[src/rtl/csel_pkg.sv]
// Package: shared types and field layout for the chip-select decoder.
// Assumes a 24-bit byte address and a 15-bit option word.
package csel_pkg;

    localparam int ADDR_W     = 24;
    localparam int WS_W       = 4;
    localparam int SIZE_W     = 5;
    localparam int NUM_PERIPH = 4;
    localparam int SUB_W      = $clog2(NUM_PERIPH);

    // Option word, MSB first: subdec(14) mux8(13) size(12:8) ws(7:4) ro(3) sup(2) wide(1) en(0)
    typedef struct packed {
        logic              subdec;
        logic              mux8;
        logic [SIZE_W-1:0] size_log2;
        logic [WS_W-1:0]   ws;
        logic              rd_only;
        logic              sup_only;
        logic              wide;
        logic              en;
    } ch_cfg_t;

    localparam int CFG_BITS = $bits(ch_cfg_t);

    typedef enum logic [1:0] {
        ST_IDLE  = 2'd0,
        ST_WAIT  = 2'd1,
        ST_HOLD  = 2'd2,
        ST_FAULT = 2'd3
    } seq_state_t;

endpackage

[src/rtl/csel_regs.sv]
// Module: per-channel base and option registers written over a plain
// strobe port. Assumes ADDR_W >= CFG_BITS. All channels reset disabled.
module csel_regs
    import csel_pkg::*;
#(
    parameter int NUM_CH = 4,
    localparam int CH_W  = $clog2(NUM_CH)
) (
    input  logic                clk,
    input  logic                rst_n,
    input  logic                cfg_we,
    input  logic [CH_W-1:0]     cfg_ch,
    input  logic                cfg_sel,
    input  logic [ADDR_W-1:0]   cfg_wdata,
    output logic [ADDR_W-1:0]   base_q [NUM_CH],
    output ch_cfg_t             cfg_q  [NUM_CH]
);

    for (genvar i = 0; i < NUM_CH; i++) begin : g_ch
        // Store the base or option word of channel i on a matching write.
        always_ff @(posedge clk) begin
            if (!rst_n) begin
                base_q[i] <= '0;
                cfg_q[i]  <= '0;
            end else if (cfg_we && cfg_ch == CH_W'(i)) begin
                if (cfg_sel)
                    cfg_q[i] <= ch_cfg_t'(cfg_wdata[CFG_BITS-1:0]);
                else
                    base_q[i] <= cfg_wdata;
            end
        end
    end

endmodule

[src/rtl/csel_match.sv]
// Module: address comparator for one channel. Compares only the bits at
// and above the block size and extracts the two address bits just below
// the block size for the peripheral subdecode. Purely combinational.
module csel_match
    import csel_pkg::*;
#(
    localparam int IDX_W = $clog2(ADDR_W)
) (
    input  logic [ADDR_W-1:0] addr,
    input  logic [ADDR_W-1:0] base,
    input  logic              en,
    input  logic [SIZE_W-1:0] size_log2,
    output logic              hit,
    output logic [SUB_W-1:0]  sub
);

    logic [ADDR_W-1:0] mask;
    logic [IDX_W-1:0]  sub_lo;

    // Build the compare mask; a block as large as the space masks every bit.
    always_comb begin
        if (int'(size_log2) >= ADDR_W)
            mask = '0;
        else
            mask = {ADDR_W{1'b1}} << size_log2;
        hit = en && (((addr ^ base) & mask) == '0);
    end

    // Pick the quarter index from the two bits below the block size.
    always_comb begin
        if (int'(size_log2) < SUB_W)
            sub_lo = '0;
        else if (int'(size_log2) >= ADDR_W)
            sub_lo = IDX_W'(ADDR_W - SUB_W);
        else
            sub_lo = IDX_W'(int'(size_log2) - SUB_W);
        sub = addr[sub_lo +: SUB_W];
    end

endmodule

[src/rtl/csel_arbiter.sv]
// Module: fixed-priority pick among hitting channels (lowest index wins)
// and protection check against the winner only. Combinational.
module csel_arbiter
    import csel_pkg::*;
#(
    parameter int NUM_CH = 4,
    localparam int CH_W  = $clog2(NUM_CH)
) (
    input  logic [NUM_CH-1:0] hit,
    input  logic [SUB_W-1:0]  sub     [NUM_CH],
    input  logic [WS_W-1:0]   ws      [NUM_CH],
    input  logic [NUM_CH-1:0] wide,
    input  logic [NUM_CH-1:0] mux8,
    input  logic [NUM_CH-1:0] subdec,
    input  logic [NUM_CH-1:0] sup_only,
    input  logic [NUM_CH-1:0] rd_only,
    input  logic              bus_write,
    input  logic              bus_super,
    output logic              sel_any,
    output logic [CH_W-1:0]   sel_ch,
    output logic              sel_viol,
    output logic              sel_wide,
    output logic              sel_mux8,
    output logic              sel_subdec,
    output logic [WS_W-1:0]   sel_ws,
    output logic [SUB_W-1:0]  sel_sub
);

    // Scan from the highest channel down so the lowest hitting one is kept.
    always_comb begin
        sel_any    = 1'b0;
        sel_ch     = '0;
        sel_viol   = 1'b0;
        sel_wide   = 1'b0;
        sel_mux8   = 1'b0;
        sel_subdec = 1'b0;
        sel_ws     = '0;
        sel_sub    = '0;
        for (int i = NUM_CH - 1; i >= 0; i--) begin
            if (hit[i]) begin
                sel_any    = 1'b1;
                sel_ch     = CH_W'(i);
                sel_viol   = (sup_only[i] && !bus_super) || (rd_only[i] && bus_write);
                sel_wide   = wide[i];
                sel_mux8   = mux8[i];
                sel_subdec = subdec[i];
                sel_ws     = ws[i];
                sel_sub    = sub[i];
            end
        end
    end

endmodule

[src/rtl/csel_seq.sv]
// Module: access sequencer. Registers the decode decision when an access
// starts, counts wait clocks, pulses the acknowledge, and releases every
// output once bus_valid is sampled low. Assumes bus_valid drops between accesses.
module csel_seq
    import csel_pkg::*;
#(
    parameter int NUM_CH    = 4,
    parameter int MUX8_CH   = 1,
    parameter int PERIPH_CH = 2,
    localparam int CH_W     = $clog2(NUM_CH)
) (
    input  logic                  clk,
    input  logic                  rst_n,
    input  logic                  bus_valid,
    input  logic                  sel_any,
    input  logic [CH_W-1:0]       sel_ch,
    input  logic                  sel_viol,
    input  logic                  sel_wide,
    input  logic                  sel_mux8,
    input  logic                  sel_subdec,
    input  logic [WS_W-1:0]       sel_ws,
    input  logic [SUB_W-1:0]      sel_sub,
    output logic [NUM_CH-1:0]     cs_n,
    output logic [NUM_PERIPH-1:0] periph_n,
    output logic                  bus_err,
    output logic                  acc_ack,
    output logic                  acc_wide,
    output logic                  acc_mux8,
    output logic [WS_W-1:0]       acc_ws
);

    seq_state_t      state;
    logic [WS_W-1:0] wait_cnt;
    logic            is_mux_ch;
    logic            is_per_ch;

    // Decide whether the winner carries the channel-specific features.
    always_comb begin
        is_mux_ch = (sel_ch == CH_W'(MUX8_CH));
        is_per_ch = (sel_ch == CH_W'(PERIPH_CH));
    end

    // Access state machine with registered outputs.
    always_ff @(posedge clk) begin
        if (!rst_n) begin
            state    <= ST_IDLE;
            wait_cnt <= '0;
            cs_n     <= '1;
            periph_n <= '1;
            bus_err  <= 1'b0;
            acc_ack  <= 1'b0;
            acc_wide <= 1'b0;
            acc_mux8 <= 1'b0;
            acc_ws   <= '0;
        end else begin
            acc_ack <= 1'b0;
            if (state != ST_IDLE && !bus_valid) begin
                state    <= ST_IDLE;
                wait_cnt <= '0;
                cs_n     <= '1;
                periph_n <= '1;
                bus_err  <= 1'b0;
                acc_wide <= 1'b0;
                acc_mux8 <= 1'b0;
                acc_ws   <= '0;
            end else begin
                case (state)
                    ST_IDLE: begin
                        if (bus_valid) begin
                            if (!sel_any) begin
                                state <= ST_HOLD;
                            end else if (sel_viol) begin
                                state   <= ST_FAULT;
                                bus_err <= 1'b1;
                            end else begin
                                state    <= ST_WAIT;
                                wait_cnt <= sel_ws;
                                acc_ws   <= sel_ws;
                                acc_wide <= sel_wide;
                                acc_mux8 <= is_mux_ch && sel_mux8;
                                if (is_per_ch && sel_subdec)
                                    periph_n <= ~(NUM_PERIPH'(1) << sel_sub);
                                else
                                    cs_n <= ~(NUM_CH'(1) << sel_ch);
                            end
                        end
                    end
                    ST_WAIT: begin
                        if (wait_cnt == '0) begin
                            acc_ack <= 1'b1;
                            state   <= ST_HOLD;
                        end else begin
                            wait_cnt <= wait_cnt - 1'b1;
                        end
                    end
                    default: ;
                endcase
            end
        end
    end

endmodule

[src/rtl/csel_decoder.sv]
// Module: top of the programmable chip-select decoder. Wires the register
// file, one comparator per channel, the priority arbiter and the sequencer.
// Assumes a 24-bit address space and up to 15 wait clocks per region.
module csel_decoder
    import csel_pkg::*;
#(
    parameter int NUM_CH    = 4,
    parameter int MUX8_CH   = 1,
    parameter int PERIPH_CH = 2
) (
    input  logic                       clk,
    input  logic                       rst_n,
    input  logic                       cfg_we,
    input  logic [$clog2(NUM_CH)-1:0]  cfg_ch,
    input  logic                       cfg_sel,
    input  logic [23:0]                cfg_wdata,
    input  logic                       bus_valid,
    input  logic [23:0]                bus_addr,
    input  logic                       bus_write,
    input  logic                       bus_super,
    output logic [NUM_CH-1:0]          cs_n,
    output logic [3:0]                 periph_n,
    output logic                       bus_err,
    output logic                       acc_ack,
    output logic                       acc_wide,
    output logic                       acc_mux8,
    output logic [3:0]                 acc_ws
);

    localparam int CH_W = $clog2(NUM_CH);

    logic [ADDR_W-1:0] base_q [NUM_CH];
    ch_cfg_t           cfg_q  [NUM_CH];
    logic [NUM_CH-1:0] hit;
    logic [SUB_W-1:0]  sub    [NUM_CH];
    logic [WS_W-1:0]   ch_ws  [NUM_CH];
    logic [NUM_CH-1:0] ch_wide, ch_mux8, ch_subdec, ch_sup, ch_ro;

    logic              sel_any, sel_viol, sel_wide, sel_mux8, sel_subdec;
    logic [CH_W-1:0]   sel_ch;
    logic [WS_W-1:0]   sel_ws;
    logic [SUB_W-1:0]  sel_sub;

    csel_regs #(.NUM_CH(NUM_CH)) u_regs (
        .clk       (clk),
        .rst_n     (rst_n),
        .cfg_we    (cfg_we),
        .cfg_ch    (cfg_ch),
        .cfg_sel   (cfg_sel),
        .cfg_wdata (cfg_wdata),
        .base_q    (base_q),
        .cfg_q     (cfg_q)
    );

    for (genvar i = 0; i < NUM_CH; i++) begin : g_match
        csel_match u_match (
            .addr      (bus_addr),
            .base      (base_q[i]),
            .en        (cfg_q[i].en),
            .size_log2 (cfg_q[i].size_log2),
            .hit       (hit[i]),
            .sub       (sub[i])
        );
        // Fan the remaining option fields of channel i out to the arbiter.
        always_comb begin
            ch_ws[i]     = cfg_q[i].ws;
            ch_wide[i]   = cfg_q[i].wide;
            ch_mux8[i]   = cfg_q[i].mux8;
            ch_subdec[i] = cfg_q[i].subdec;
            ch_sup[i]    = cfg_q[i].sup_only;
            ch_ro[i]     = cfg_q[i].rd_only;
        end
    end

    csel_arbiter #(.NUM_CH(NUM_CH)) u_arb (
        .hit        (hit),
        .sub        (sub),
        .ws         (ch_ws),
        .wide       (ch_wide),
        .mux8       (ch_mux8),
        .subdec     (ch_subdec),
        .sup_only   (ch_sup),
        .rd_only    (ch_ro),
        .bus_write  (bus_write),
        .bus_super  (bus_super),
        .sel_any    (sel_any),
        .sel_ch     (sel_ch),
        .sel_viol   (sel_viol),
        .sel_wide   (sel_wide),
        .sel_mux8   (sel_mux8),
        .sel_subdec (sel_subdec),
        .sel_ws     (sel_ws),
        .sel_sub    (sel_sub)
    );

    csel_seq #(
        .NUM_CH    (NUM_CH),
        .MUX8_CH   (MUX8_CH),
        .PERIPH_CH (PERIPH_CH)
    ) u_seq (
        .clk        (clk),
        .rst_n      (rst_n),
        .bus_valid  (bus_valid),
        .sel_any    (sel_any),
        .sel_ch     (sel_ch),
        .sel_viol   (sel_viol),
        .sel_wide   (sel_wide),
        .sel_mux8   (sel_mux8),
        .sel_subdec (sel_subdec),
        .sel_ws     (sel_ws),
        .sel_sub    (sel_sub),
        .cs_n       (cs_n),
        .periph_n   (periph_n),
        .bus_err    (bus_err),
        .acc_ack    (acc_ack),
        .acc_wide   (acc_wide),
        .acc_mux8   (acc_mux8),
        .acc_ws     (acc_ws)
    );

endmodule

[config.mk]
export PLATFORM = sky130hd
export DESIGN_NAME = csel_decoder
export DESIGN_NICKNAME = d
export VERILOG_FILES = /design/src/rtl/csel_pkg.sv /design/src/rtl/csel_regs.sv /design/src/rtl/csel_match.sv /design/src/rtl/csel_arbiter.sv /design/src/rtl/csel_seq.sv /design/src/rtl/csel_decoder.sv
export SDC_FILE = /design/constraint.sdc
export NUM_CORES = 1
export LEC_CHECK = 0
export BUFFER_PORTS_ARGS = -buffer_cell sky130_fd_sc_hd__buf_2
export CAP_MARGIN = 20
export CORE_AREA = 3 3 144 146
export DETAILED_ROUTE_END_ITERATION = 8
export DIE_AREA = 0 0 147 149
export PLACE_DENSITY = 0.78
export SLEW_MARGIN = 10
export SYNTH_ARGS = -nofsm -noshare
export SYNTH_HDL_FRONTEND = slang
export SYNTH_SLANG_ARGS = --single-unit
export TNS_END_PERCENT = 5
[constraint.sdc]
create_clock -name clk -period 5.9 [get_ports clk]
set_clock_uncertainty 0.05 [all_clocks]
set_input_delay 0.59 -clock clk [delete_from_list [all_inputs] [get_ports clk]]
set_output_delay 0.59 -clock clk [all_outputs]
set_load 0.02 [all_outputs]
==> results.toml <==
[status]
outcome = "finished clean"

[synthesis]
synth_fp_nets = 1600
yosysMostFrequentCell = "nand2_1"
ys_seq_area_share_pct = 29.5
yosys.cell_types.count = 83
syn_inst = 1530
synth-async-reset-ratio_pct = 0
synth_top_area_cell = "dfxtp_1"
ys_warn_count = 0
synth.area.top_cells = "dfxtp_1 (29%), nand2_1 (12%), a21boi_0 (9.8%)"
synth_top_area_share_pct = 29.5
postSynthAreaPerCell_sq_um = 7.63
synth_area_sq_um = 11700
synthTopCellsByCount = "nand2_1 (359), dfxtp_1 (172), a21boi_0 (153), clkbuf_1 (94), nor2_1 (61)"
synth_seq_cells = 172
synth_ff_type = "dfxtp_1"
synth_edf_count = 0

[placed_design]
placed_area_sq_um = 11800
gp_congestion = 0.995
dp_cells = 1727
io_buffer_count = 72
place_hpwl_um = 27200

[timing]
fin_setup_tns_ps = 0
relSlewSlack_pct = 24.7
finalSetupViolCount = 0
rsz0062_at_grt = "no"
worst_pin_slew_ps = 1130
fmax_mhz = 231
min_period_over_period_pct = 73.3
post-route-min-period_ps = 4330
hold_viol = 0
finalMaxSlewViolations = 0

[grt]
grt_pass1_wl_um = 61600
overflow = 0
antenna_found_initial = 1
grt_max_degree = 95
grt_pass1_vias = 10700
grt_usage_pct = 36.0

[cts]
hold_buffers = 0
numCtsBuffers = 17
postCtsSetupBuffers = 0
cts_max_level = 4
cts-root-buf = "clkbuf_16"
clock_path_buffers = 2
insertion_delay_ps = 450
cts.reportedPaths.clkPinSlew_ps = 80
cts_sinks = 172
tritoncts = "built"
cts.repair.resized = 0

[hold_path]
hp-class = "input pin to register"
hold_depth = 3
whs_endpoint = "u_regs.base_q[16]$_SDFFE_PN0P_"
hold_start = "cfg_wdata[16]"

[worst_setup_path]
end_kind = "register"
arrival_ps = 4650
r2r_end = "u_seq.acc_mux8$_SDFFE_PP0P_"
worstPathMaxFanout = 28
slowest_stage = "dfxtp_1"
required_ps = 6230
ff2ff_path_depth = 10
r2r_slack_ps = 1570
r2r_start = "u_regs.cfg_q[27]$_SDFFE_PN0P_"
max_stage_delay_ps = 980
start_kind = "register"
cp_common_cell = "a21oi_1"
crit_family = "simple AND/OR/NAND/NOR gates"
crit_chain = "inv_1 > a21oi_1 > o21ai_0 > or4_4 > a221oi_4 > nor3b_1 > o311ai_4 > nand3_2 > or3_1 > a21oi_1"
path_class = "register to register"
cp.buffers_inverters = 1

[layout]
area_growth_pct = 6.72
diodes = 0
design_area_sq_um = 12500
drive_gt1_share_pct = 9.81
nNetsFinal = 1555
fill_cells = 1756
final_cells = 1763

[power]
p_switching_mw = 0.835
p_comb_share_pct = 14.2
p_sw_share_pct = 29.6
leakage_nw = 4.50
ir_drop_mv = 0.211
p_seq_share_pct = 43.0
power_density_nw_per_um2 = 226
p_int_mw = 1.98
clock_power_share_pct = 42.8

[floorplanning]
dieHeight_um = 149
row_count = 51
start_util_pct = 59.8
num_io_pins = 73
die_area_sq_um = 21900
dieWidth_um = 147
core-area_sq_um = 19500

[detailed_routing]
route.detailed.drc = 0
first_iter_violations = 1533
wl_um = 40300
detail-route-antenna-nets = 0
first_pass_iters = 9
vias_per_cell = 6.64
dr_total_vias = 11700
wl_per_cell_um = 22.8

[flow_run]
drv_cap = 0
==> flip-flops by register name, indices dropped and copies added (netlist names), 2 cells and up <==
name            flops
u_regs.base_q      96
u_regs.cfg_q       54
u_seq.acc_ws        4
u_seq.cs_n          4
u_seq.periph_n      4
u_seq.state         2
u_seq.wait_cnt      4
==> cells by family (layout without fill, tap and decap cells) <==
family	after synthesis	in the layout	share of synthesized area, %
compound gates	466	466	29.6
xor+xnor	95	95	7.12
fa+ha+maj	14	14	1.48
buf+inv	174	142	6.37
flops	172	172	29.5
mux	66	66	5.86
simple gates	543	543	20.1
==> how the worst max path moves through the flow <==
stage / startpoint / to / slack, ps / cells past startpoint
after floorplan: u_regs.cfg_q[9]$_SDFFE_PN0P_ / u_seq.periph_n[0]$_SDFFE_PP1P_ / 2730 / 14
after global placement: u_regs.cfg_q[27]$_SDFFE_PN0P_ / u_seq.cs_n[0]$_SDFFE_PP1P_ / 1740 / 10
after detailed placement: u_regs.cfg_q[27]$_SDFFE_PN0P_ / u_seq.acc_mux8$_SDFFE_PP0P_ / 1680 / 10
after CTS: u_regs.cfg_q[27]$_SDFFE_PN0P_ / u_seq.acc_mux8$_SDFFE_PP0P_ / 1670 / 10
after global routing: u_regs.cfg_q[27]$_SDFFE_PN0P_ / u_seq.periph_n[2]$_SDFFE_PP1P_ / 1290 / 10
final: u_regs.cfg_q[27]$_SDFFE_PN0P_ / u_seq.acc_mux8$_SDFFE_PP0P_ / 1570 / 10
==> final cells by class <==
type	count	area, sq um	share of cell area [%]
multi-input cells	1184	7500	60.2
clock buffers	18	439	3.52
inverters	22	82.6	0.663
clock inverters	14	175	1.41
repair buffers	88	490	3.93
flip-flops and latches	172	3440	27.6
well taps	265	332	2.66
==> per-stage QoR <==
step	setup WS, ps	power [mW]	hold WS, ps	util [%]
2_1_floorplan	2730	1.50	390	-
3_3_place_gp	1740	1.61	393	60.5
3_5_place_dp	1680	1.62	403	60.5
4_1_cts	1670	2.79	374	63.6
5_1_grt	1290	2.89	383	63.8
6_report	1570	2.82	379	63.8
==> power by group through the flow <==
stage          Clock [mW]  Sequential, mW  Combinational, mW
2_1_floorplan           0            1.22              0.284
3_3_place_gp            0            1.24              0.379
3_5_place_dp            0            1.24              0.383
4_1_cts              1.20            1.21              0.386
5_1_grt              1.25            1.21              0.427
6_report             1.20            1.21              0.401
==> cell usage in the layout (no fill, tap or decap), types with 5 or more instances in the layout <==
master / count
o21ai_0: 54
nor2b_1: 14
nor2_1: 61
and2_1: 7
and3_1: 9
nor3_1: 16
a221o_1: 8
o22ai_1: 11
a221oi_1: 16
o211ai_1: 14
a22oi_1: 12
o21a_1: 5
a22o_1: 26
nand2b_1: 13
clkbuf_16: 17
a21boi_0: 153
nand3_1: 26
a21oi_1: 51
xor2_1: 56
nand2_1: 359
o311ai_0: 6
a211o_1: 6
o2111ai_1: 5
a222oi_1: 18
a31oi_1: 15
or3_1: 8
mux2_2: 9
buf_4: 16
mux2i_1: 56
ha_1: 13
buf_2: 71
xnor2_1: 39
a2bb2oi_1: 7
inv_1: 22
dfxtp_1: 172
a211oi_1: 11
==> worst reg2reg max path: stages (launching register included) <==
cell      delay, ps
dfxtp_1         980
inv_1           380
a21oi_1         200
o21ai_0         100
or4_4           430
a221oi_4        580
nor3b_1         190
o311ai_4        390
nand3_2         370
or3_1           460
a21oi_1         140
==> routing by layer <==
metal,track usage (%),up-vias,part of all wire (%),wire [um]
met5,0,-,0.032,13
met1,48.8,5458,40,16100
li1,-,5311,-,-
met3,8.48,163,12,4800
met2,54.3,778,43,17200
met4,17.2,2,5.4,2180
Note: power is estimated with default switching activity, not from simulation.
